<file path="src/rtl/csd_mul_pkg.sv">
package csd_mul_pkg;

  // Digit code: bit 1 = nonzero, bit 0 = negative (only meaningful when nonzero)
  function automatic logic digit_active(input logic [1:0] code);
    return code[1];
  endfunction

  function automatic logic digit_negative(input logic [1:0] code);
    return code[1] & code[0];
  endfunction

endpackage

</file>
<file path="src/rtl/csd_mul_ctrl.sv">
module csd_mul_ctrl #(
  parameter int DIGITS = 12
) (
  input  logic clk,
  input  logic rst_n,
  input  logic start,
  output logic load,
  output logic step,
  output logic last_step,
  output logic busy,
  output logic done
);
  localparam int CW = (DIGITS > 1) ? $clog2(DIGITS) : 1;
  localparam logic [CW-1:0] LAST = CW'(DIGITS - 1);

  logic [CW-1:0] pos_q;

  assign load      = start & ~busy;
  assign step      = busy;
  assign last_step = busy & (pos_q == LAST);

  always_ff @(posedge clk or negedge rst_n) begin
    if (!rst_n) begin
      busy  <= 1'b0;
      done  <= 1'b0;
      pos_q <= '0;
    end else begin
      done <= 1'b0;
      if (load) begin
        busy  <= 1'b1;
        pos_q <= '0;
      end else if (busy) begin
        if (last_step) begin
          busy <= 1'b0;
          done <= 1'b1;
        end else begin
          pos_q <= pos_q + CW'(1);
        end
      end
    end
  end
endmodule

</file>
<file path="src/rtl/csd_digit_shreg.sv">
module csd_digit_shreg #(
  parameter int DIGITS = 12
) (
  input  logic                  clk,
  input  logic                  rst_n,
  input  logic                  load,
  input  logic                  step,
  input  logic [2*DIGITS-1:0]   digits_in,
  output logic [1:0]            cur_code
);
  localparam int DW = 2 * DIGITS;

  logic [DW-1:0] code_q;

  always_ff @(posedge clk or negedge rst_n) begin
    if (!rst_n)    code_q <= '0;
    else if (load) code_q <= digits_in;
    else if (step) code_q <= {2'b00, code_q[DW-1:2]};
  end

  assign cur_code = code_q[1:0];
endmodule

</file>
<file path="src/rtl/csd_addend_gen.sv">
module csd_addend_gen #(
  parameter int N = 12
) (
  input  logic            clk,
  input  logic            rst_n,
  input  logic            load,
  input  logic            step,
  input  logic [N-1:0]    mcand,
  input  logic            negate_en,
  output logic [2*N-1:0]  addend
);
  localparam int PW = 2 * N;

  function automatic logic [PW-1:0] twos_neg(input logic [PW-1:0] x);
    return ~x + PW'(1);
  endfunction

  function automatic logic [PW-1:0] sign_ext(input logic [N-1:0] x);
    return {{(PW-N){x[N-1]}}, x};
  endfunction

  logic [PW-1:0] shifted_q;

  always_ff @(posedge clk or negedge rst_n) begin
    if (!rst_n)    shifted_q <= '0;
    else if (load) shifted_q <= sign_ext(mcand);
    else if (step) shifted_q <= {shifted_q[PW-2:0], 1'b0};
  end

  assign addend = negate_en ? twos_neg(shifted_q) : shifted_q;
endmodule

</file>
<file path="src/rtl/csd_accum.sv">
module csd_accum #(
  parameter int PW = 24
) (
  input  logic          clk,
  input  logic          rst_n,
  input  logic          clear,
  input  logic          add_en,
  input  logic [PW-1:0] addend,
  output logic [PW-1:0] acc
);
  always_ff @(posedge clk or negedge rst_n) begin
    if (!rst_n)      acc <= '0;
    else if (clear)  acc <= '0;
    else if (add_en) acc <= acc + addend;
  end
endmodule

</file>
<file path="src/rtl/csd_shift_add_mul.sv">
module csd_shift_add_mul #(
  parameter int N = 12
) (
  input  logic             clk,
  input  logic             rst_n,
  input  logic             start,
  input  logic [N-1:0]     mcand,
  input  logic [2*N-1:0]   digits,
  output logic             busy,
  output logic             done,
  output logic [2*N-1:0]   product
);
  import csd_mul_pkg::*;

  localparam int DIGITS = N;
  localparam int PW     = 2 * N;

  // named internal events
  logic          load;
  logic          step;
  logic          last_step;
  logic [1:0]    cur_code;
  logic          add_fire;
  logic          sub_fire;
  logic [PW-1:0] addend;
  logic [PW-1:0] acc;

  csd_mul_ctrl #(.DIGITS(DIGITS)) u_ctrl (
    .clk(clk), .rst_n(rst_n), .start(start),
    .load(load), .step(step), .last_step(last_step),
    .busy(busy), .done(done)
  );

  csd_digit_shreg #(.DIGITS(DIGITS)) u_digits (
    .clk(clk), .rst_n(rst_n), .load(load), .step(step),
    .digits_in(digits), .cur_code(cur_code)
  );

  assign add_fire = step & digit_active(cur_code);
  assign sub_fire = step & digit_negative(cur_code);

  csd_addend_gen #(.N(N)) u_addend (
    .clk(clk), .rst_n(rst_n), .load(load), .step(step),
    .mcand(mcand), .negate_en(sub_fire), .addend(addend)
  );

  csd_accum #(.PW(PW)) u_acc (
    .clk(clk), .rst_n(rst_n), .clear(load), .add_en(add_fire),
    .addend(addend), .acc(acc)
  );

  assign product = acc;
endmodule

</file>
<file path="config.mk">
export PLATFORM = sky130hd
export DESIGN_NAME = csd_shift_add_mul
export DESIGN_NICKNAME = d
export VERILOG_FILES = /design/src/rtl/csd_mul_pkg.sv /design/src/rtl/csd_mul_ctrl.sv /design/src/rtl/csd_digit_shreg.sv /design/src/rtl/csd_addend_gen.sv /design/src/rtl/csd_accum.sv /design/src/rtl/csd_shift_add_mul.sv
export SDC_FILE = /design/constraint.sdc
export NUM_CORES = 1
export LEC_CHECK = 0
export BUFFER_PORTS_ARGS = -buffer_cell sky130_fd_sc_hd__clkbuf_2
export CORE_MARGIN = 3
export CORE_UTILIZATION = 55
export DETAILED_ROUTE_END_ITERATION = 12
export PLACE_DENSITY = 0.76
export SLEW_MARGIN = 20
export SYNTH_ARGS = -nofsm -noshare
export SYNTH_HDL_FRONTEND = slang
export SYNTH_SLANG_ARGS = --single-unit
</file>
<file path="constraint.sdc">
create_clock -name clk -period 4.8 [get_ports clk]
set_clock_uncertainty 0.1 [all_clocks]
set_input_delay 0.48 -clock clk [delete_from_list [all_inputs] [get_ports clk]]
set_output_delay 0.48 -clock clk [all_outputs]
set_load 0.02 [all_outputs]
</file>
==> results_dict.tcl, run 1 <==
set metrics [dict create \
    mappedNetlistNets 643 \
    finish.utilization_pct 63.8 \
    power.ir.vdd_worst_uv 263 \
    post_synth_instance_area_um2 5080 \
    area.growth.synth_to_final_pct 11.2 \
    power.leakage_nw 2.77 \
    place_inst 720 \
    reg2regPathDepth 13 \
    worst-slew-pin-transition_ns 0.809 \
    cts_hold_buf 0 \
    final-max-slew-violation-count 0 \
    rsz_0062_raised_after_global_routing "no" \
    routed_wire_length_per_instance_um 16.3 \
    power_density_nw_per_um2 661 \
    total_routing_usage_reported_by_global_routing_pct 24.5 \
    path_max_fanout 9 \
    cts-root-buf "sky130_fd_sc_hd__clkbuf_8" \
    cpPeakStageDelay_ns 0.52 \
    path_class "flop to flop" \
    initial_utilization_pct 57.4 \
    layout.filler_cells 740 \
    finish.instance_area_um2 5650 \
    flip_flop_cell_with_the_highest_count_after_synthesis "sky130_fd_sc_hd__dfrtp_1" \
    rr_endpoint "u_acc.acc[23]$_DFFE_PN0P_" \
    timing.critical_path.arrival_ns 4.34 \
    timing.critical_path.to_type "flop" \
    crit-reg2reg-launch "u_addend.shifted_q[6]$_DFFE_PN0P_" \
    cp.required_ns 4.94 \
    dpl-instance-area_um2 5450 \
    drt-initial-drc-count 261 \
    cts-resized-gates 0 \
    hold_viol_final 0 \
    tns_ns 0 \
    design.final.nets 692 \
    std_cell_rows 34 \
    hp-class "input port to async pin" \
    cpMaxStageDelayCell "sky130_fd_sc_hd__nor4_2" \
    grt_pass1_wl_um 20200 \
    antenna_diode_count 0 \
    worstSetupStartpointType "flop" \
    synth.ff_latch_count 78 \
    place.gp.congestion 0.869 \
    gr-total-overflow 0 \
    synth_enable_flop_cells 0 \
    grt_start_max_net_pins 97 \
    timing.reg2reg.setup_slack_ns 0.60 \
    maxClockFrequency_mhz 238 \
    detail_route.vias_per_cell 5.98 \
    synth_cells 574 \
    seq_area_frac_synth_pct 38.4 \
    cts_tree "built" \
    port_buffers 64 \
    cts_made_buffers 9 \
    area_of_the_die_um2 10400 \
    detailed_route_via_count 4401 \
    syn-mean-instance-area_um2 8.85 \
    cts.reportedPaths.clkPinSlew_ns 0.09 \
    route.final.wire_length_um 12000 \
    route.antenna.remaining_nets 0 \
    slew_headroom_pct 45.9 \
    core-area_um2 8850 \
    die_y_um 102 \
    antenna_violations_before_repair 0 \
    instances_no_fill 736 \
    yosys_warnings 0 \
    insertion_delay_ns 0.35 \
    cts_max_path_buffers 2 \
    holdWs_ns 0.0156 \
    timing.max_cap.violations 0 \
    ios 65 \
    die_x_um 102 \
    clock_sinks 78 \
    layout_worst_path_cycle_share_pct 87.4 \
    grt_pass1_vias 4310 \
    run_status "finished, final reports clean" \
    placement.setup.worst_slack_ns 0.632 \
    post_route_worst_setup_slack_ns 0.603 \
    power_mw 3.73 \
    worst_path_cell_chain "nor4_2 -> nand2_1 -> or3_1 -> o21ai_1 -> nand2_1 -> xor2_1 -> ha_1 -> and4_1 -> and3_1 -> a211oi_1 -> a21oi_1 -> or4_1 -> a32o_1" \
    period_needed_ns 4.20 \
    drc 0 \
    asyncSetResetFlopFracSynth_pct 100 \
    postCtsSetupBuffers 0 \
    post_route_cells_drive_above_1_share_pct 14.8 \
    h_tree_levels 3 \
    cp_common_cell "sky130_fd_sc_hd__nand2_1" \
    drtPass1Iterations 4 \
    post_detail_place_hpwl_um 8730 \
    synth_cell_type_count 55 \
    setup_violations 0 \
]
-- power breakdown --
group / internal (mW) / leakage, nW / total, mW / switching (mW)
registers: 0.910 / 1.02 / 1.18 / 0.269
clock network: 0.244 / 0.0895 / 0.507 / 0.262
logic: 0.784 / 1.66 / 2.05 / 1.26
total: 1.94 / 2.77 / 3.73 / 1.79
-- final cells by class --
| cell class | instances | area, um^2 | share of cell area (%) |
|---|---|---|---|
| tap | 108 | 135 | 2.39 |
| multi-input combinational | 453 | 2960 | 52.3 |
| inverter | 13 | 48.8 | 0.864 |
| timing repair buffer | 68 | 357 | 6.32 |
| clock inverter | 6 | 70.1 | 1.24 |
| sequential | 78 | 1950 | 34.6 |
| clock buffer | 10 | 128 | 2.26 |
-- flip-flops by register name, indices dropped and copies added, names as in the netlist --
register,cells
u_ctrl.done,1
u_addend.shifted_q,24
u_ctrl.pos_q,4
u_acc.acc,24
u_digits.code_q,24
u_ctrl.busy,1
-- routing by layer --
metal / track usage, % / routed length [um]
met4: 7.37 / 144
met3: 3.55 / 466
met1: 33.2 / 5560
met2: 40.7 / 5840
met5: 0 / 0
-- cells in the final DEF, fill, tap and decap left out, drive strengths merged, types with 5 or more instances in the layout --
master	n
o31ai	7
mux2i	39
nand4	5
nand3	8
or3	6
a21oi	44
xor2	18
a21o	10
or4	6
inv	15
o21ai	81
dfrtp	78
a32o	5
xnor2	18
and3	8
nor3	9
nor2	30
nand2	84
ha	29
o211ai	6
buf	5
clkbuf	73
-- critical path, delay by kind of cell (launching register included) --
family	cells	cell delay (ns)
AO/OA/AOI/OAI	4	0.89
XOR/XNOR	1	0.15
adder cells (fa/ha/maj)	1	0.40
flip-flops	1	0.45
AND/OR/NAND/NOR	7	2.10
-- how the worst max path moves through the flow --
stage | startpoint | endpoint | slack [ns] | depth (start not counted)
6_report | u_addend.shifted_q[6]$_DFFE_PN0P_ | u_acc.acc[23]$_DFFE_PN0P_ | 0.60 | 13
5_1_grt | u_addend.shifted_q[6]$_DFFE_PN0P_ | u_acc.acc[23]$_DFFE_PN0P_ | 0.37 | 13
4_1_cts | u_addend.shifted_q[6]$_DFFE_PN0P_ | u_acc.acc[23]$_DFFE_PN0P_ | 0.61 | 13
3_5_place_dp | u_addend.shifted_q[6]$_DFFE_PN0P_ | u_acc.acc[23]$_DFFE_PN0P_ | 0.63 | 13
3_3_place_gp | u_addend.shifted_q[6]$_DFFE_PN0P_ | u_acc.acc[23]$_DFFE_PN0P_ | 0.71 | 13
2_1_floorplan | u_addend.shifted_q[6]$_DFFE_PN0P_ | u_acc.acc[23]$_DFFE_PN0P_ | 0.89 | 14
-- cell families after synthesis --
family,count (synthesis),share of synthesized area (%)
AOI/OAI and AO/OA,178,20.9
xor gates and xnor gates,36,6.21
adders and majority gates,30,7.54
buffers and inverters,43,3.38
DFF,78,38.4
muxes,39,7.69
and+or+nand+nor,170,15.9
-- cells in the mapped netlist (3+ instances only) --
| cell type | instances | area (um^2) |
|---|---|---|
| sky130_fd_sc_hd__a211oi_1 | 3 | 22.5 |
| sky130_fd_sc_hd__a21o_1 | 10 | 75.1 |
| sky130_fd_sc_hd__a21oi_1 | 43 | 215 |
| sky130_fd_sc_hd__a31oi_1 | 3 | 18.8 |
| sky130_fd_sc_hd__a32o_1 | 5 | 50.1 |
| sky130_fd_sc_hd__and3_1 | 8 | 50.1 |
| sky130_fd_sc_hd__buf_1 | 5 | 18.8 |
| sky130_fd_sc_hd__clkbuf_1 | 21 | 78.8 |
| sky130_fd_sc_hd__dfrtp_1 | 78 | 1950 |
| sky130_fd_sc_hd__ha_1 | 29 | 363 |
| sky130_fd_sc_hd__inv_1 | 12 | 45.0 |
| sky130_fd_sc_hd__mux2i_1 | 39 | 390 |
| sky130_fd_sc_hd__nand2_1 | 84 | 315 |
| sky130_fd_sc_hd__nand3_1 | 8 | 40.0 |
| sky130_fd_sc_hd__nand4_1 | 5 | 31.3 |
| sky130_fd_sc_hd__nor2_1 | 30 | 113 |
| sky130_fd_sc_hd__nor3_1 | 9 | 45.0 |
| sky130_fd_sc_hd__o2111ai_1 | 3 | 26.3 |
| sky130_fd_sc_hd__o211ai_1 | 6 | 45.0 |
| sky130_fd_sc_hd__o21a_1 | 3 | 22.5 |
| sky130_fd_sc_hd__o21ai_0 | 37 | 185 |
| sky130_fd_sc_hd__o21ai_1 | 44 | 220 |
| sky130_fd_sc_hd__o31ai_1 | 6 | 45.0 |
| sky130_fd_sc_hd__or3_1 | 5 | 31.3 |
| sky130_fd_sc_hd__or4_1 | 4 | 30.0 |
| sky130_fd_sc_hd__xnor2_1 | 18 | 158 |
| sky130_fd_sc_hd__xor2_1 | 18 | 158 |
Power figures use the tool's default switching activity.
==> run 2: changes to the inputs <==
Settings changed: PLACE_DENSITY 0.76 to 0.8.
==> run 2 against run 1 <==
Effect of this change: worst hold slack better by 0.16 ns; die area stayed put; clock power is 25% higher; maximum frequency is 1.1% lower; register-to-register slack worse by 0.05 ns; core utilization is 0.61 points higher; sequential share of layout area is 0.33 points lower; clock-buffer cell count is 1 higher.
==> results_dict.tcl, run 2 (synthesis gave the netlist of run 1 again) <==
set metrics [dict create \
    place.gp.congestion 0.918 \
    port_buffers 64 \
    initial_utilization_pct 57.4 \
    power.leakage_nw 2.81 \
    hp-class "input port to async pin" \
    cts.reportedPaths.clkPinSlew_ns 0.09 \
    gr-total-overflow 0 \
    total_routing_usage_reported_by_global_routing_pct 24.4 \
    grt_pass1_vias 4372 \
    grt_start_max_net_pins 79 \
    rsz_0062_raised_after_global_routing "no" \
    hold_viol_final 0 \
    timing.critical_path.to_type "flop" \
    setup_violations 0 \
    timing.max_cap.violations 0 \
    area_of_the_die_um2 10400 \
    detail_route.vias_per_cell 6.02 \
    drc 0 \
    worst_path_cell_chain "nor4_2 -> nand2_1 -> or3_1 -> o21ai_1 -> nand2_1 -> xor2_1 -> ha_1 -> and4_1 -> and3_1 -> a211oi_1 -> a21oi_1 -> or4_1 -> a32o_1" \
    maxClockFrequency_mhz 236 \
    power_density_nw_per_um2 676 \
    die_x_um 102 \
    h_tree_levels 3 \
    die_y_um 102 \
    seqCellArea_um2 1950 \
    drt-initial-drc-count 294 \
    design.final.nets 692 \
    path_max_fanout 9 \
    drtPass1Iterations 5 \
    cts-root-buf "sky130_fd_sc_hd__clkbuf_8" \
    cpMaxStageDelayCell "sky130_fd_sc_hd__nor4_2" \
    core-area_um2 8850 \
    timing.critical_path.arrival_ns 4.39 \
    ios 65 \
    std_cell_rows 34 \
    post_route_cells_drive_above_1_share_pct 15.0 \
    final-max-slew-violation-count 0 \
    layout_top_registers "u_acc.acc x24, u_addend.shifted_q x24, u_digits.code_q x24" \
    postCtsSetupBuffers 0 \
    critical_path.n_buffers_inverters 0 \
    slew_headroom_pct 34.8 \
    route.final.wire_length_um 12200 \
    cpPeakStageDelay_ns 0.57 \
    worst-slew-pin-transition_ns 0.979 \
    clock_sinks 78 \
    detailed_route_via_count 4433 \
    worstSetupStartpointType "flop" \
    run_status "finished, final reports clean" \
    finish.utilization_pct 64.4 \
    layout_worst_path_cycle_share_pct 88.4 \
    path_delay_family "simple AND/OR/NAND/NOR gates" \
    path_class "flop to flop" \
    insertion_delay_ns 0.34 \
    cp_common_cell "sky130_fd_sc_hd__nand2_1" \
    routed_wire_length_per_instance_um 16.5 \
    layout.cells.most_common "sky130_fd_sc_hd__nand2_1" \
    cts_max_path_buffers 2 \
    cts_tree "built" \
    cts_made_buffers 9 \
    route.antenna.remaining_nets 0 \
    cp.required_ns 4.94 \
    crit-reg2reg-launch "u_addend.shifted_q[4]$_DFFE_PN0P_" \
    tns_ns 0 \
    antenna_violations_before_repair 0 \
    reg2regPathDepth 13 \
    layout.filler_cells 732 \
    placement.setup.worst_slack_ns 0.571 \
    final_cell_mix "sky130_fd_sc_hd__nand2_1 (84), sky130_fd_sc_hd__dfrtp_1 (77), sky130_fd_sc_hd__clkbuf_2 (63)" \
    cts_hold_buf 0 \
    power.ir.vdd_worst_uv 349 \
    period_needed_ns 4.24 \
    area_of_combinational_cells_with_multiple_inputs_um2 2960 \
    rr_endpoint "u_acc.acc[23]$_DFFE_PN0P_" \
    grt_pass1_wl_um 20400 \
    timing.reg2reg.setup_slack_ns 0.56 \
    cts-resized-gates 0 \
    area.growth.synth_to_final_pct 12.2 \
    post_route_worst_setup_slack_ns 0.555 \
    post_detail_place_hpwl_um 8860 \
    antenna_diode_count 0 \
]
## run 2: cell types whose count changed in the layout (fill, tap and decap cells not counted), sizes merged
cell | previous run | this run
bufinv | 1 | 3
clkinv | 0 | 1
clkinvlp | 3 | 0
inv | 15 | 14
clkbuf | 73 | 74
## run 2: worst max-delay path by stage
stage,startpoint,to,slack [ns],depth (start not counted)
after floorplan,u_addend.shifted_q[6]$_DFFE_PN0P_,u_acc.acc[23]$_DFFE_PN0P_,0.89,14
after global placement,u_addend.shifted_q[6]$_DFFE_PN0P_,u_acc.acc[23]$_DFFE_PN0P_,0.71,13
after detailed placement,u_addend.shifted_q[4]$_DFFE_PN0P_,u_acc.acc[23]$_DFFE_PN0P_,0.57,13
after CTS,u_addend.shifted_q[4]$_DFFE_PN0P_,u_acc.acc[23]$_DFFE_PN0P_,0.56,13
after global routing,u_addend.shifted_q[4]$_DFFE_PN0P_,u_acc.acc[23]$_DFFE_PN0P_,0.25,13
final,u_addend.shifted_q[4]$_DFFE_PN0P_,u_acc.acc[23]$_DFFE_PN0P_,0.56,13
## run 2: through the flow
step                hold WS (ns)  instance area, um^2  power, mW  cells
finish                     0.173                 5700       3.85    736
global route               0.249                 5700       4.18    736
CTS                        0.224                 5700       3.85    736
detailed placement         0.381                 5450       3.21    720
global placement           0.368                 5450       3.13    720
floorplan                 0.0844                 5080       2.69    574
## run 2: metal layers
metal | global-route usage, % | wire, um
met1 | 32.1 | 5270
met2 | 41.6 | 5970
met3 | 5.60 | 856
met4 | 4.44 | 61
met5 | 0 | 0
## run 2: where the power goes
part | switching (mW) | total [mW] | internal [mW]
Clock | 0.257 | 0.632 | 0.375
Combinational | 1.24 | 2.02 | 0.784
Sequential | 0.290 | 1.20 | 0.910
Total | 1.78 | 3.85 | 2.07
## run 2: layout make-up
cell class | count | share of cell area, %
multi-input combinational | 453 | 51.8
timing repair buffer | 68 | 6.19
clock buffer | 11 | 2.66
tap | 108 | 2.37
sequential | 78 | 34.3
inverter | 13 | 0.856
clock inverter | 5 | 1.82
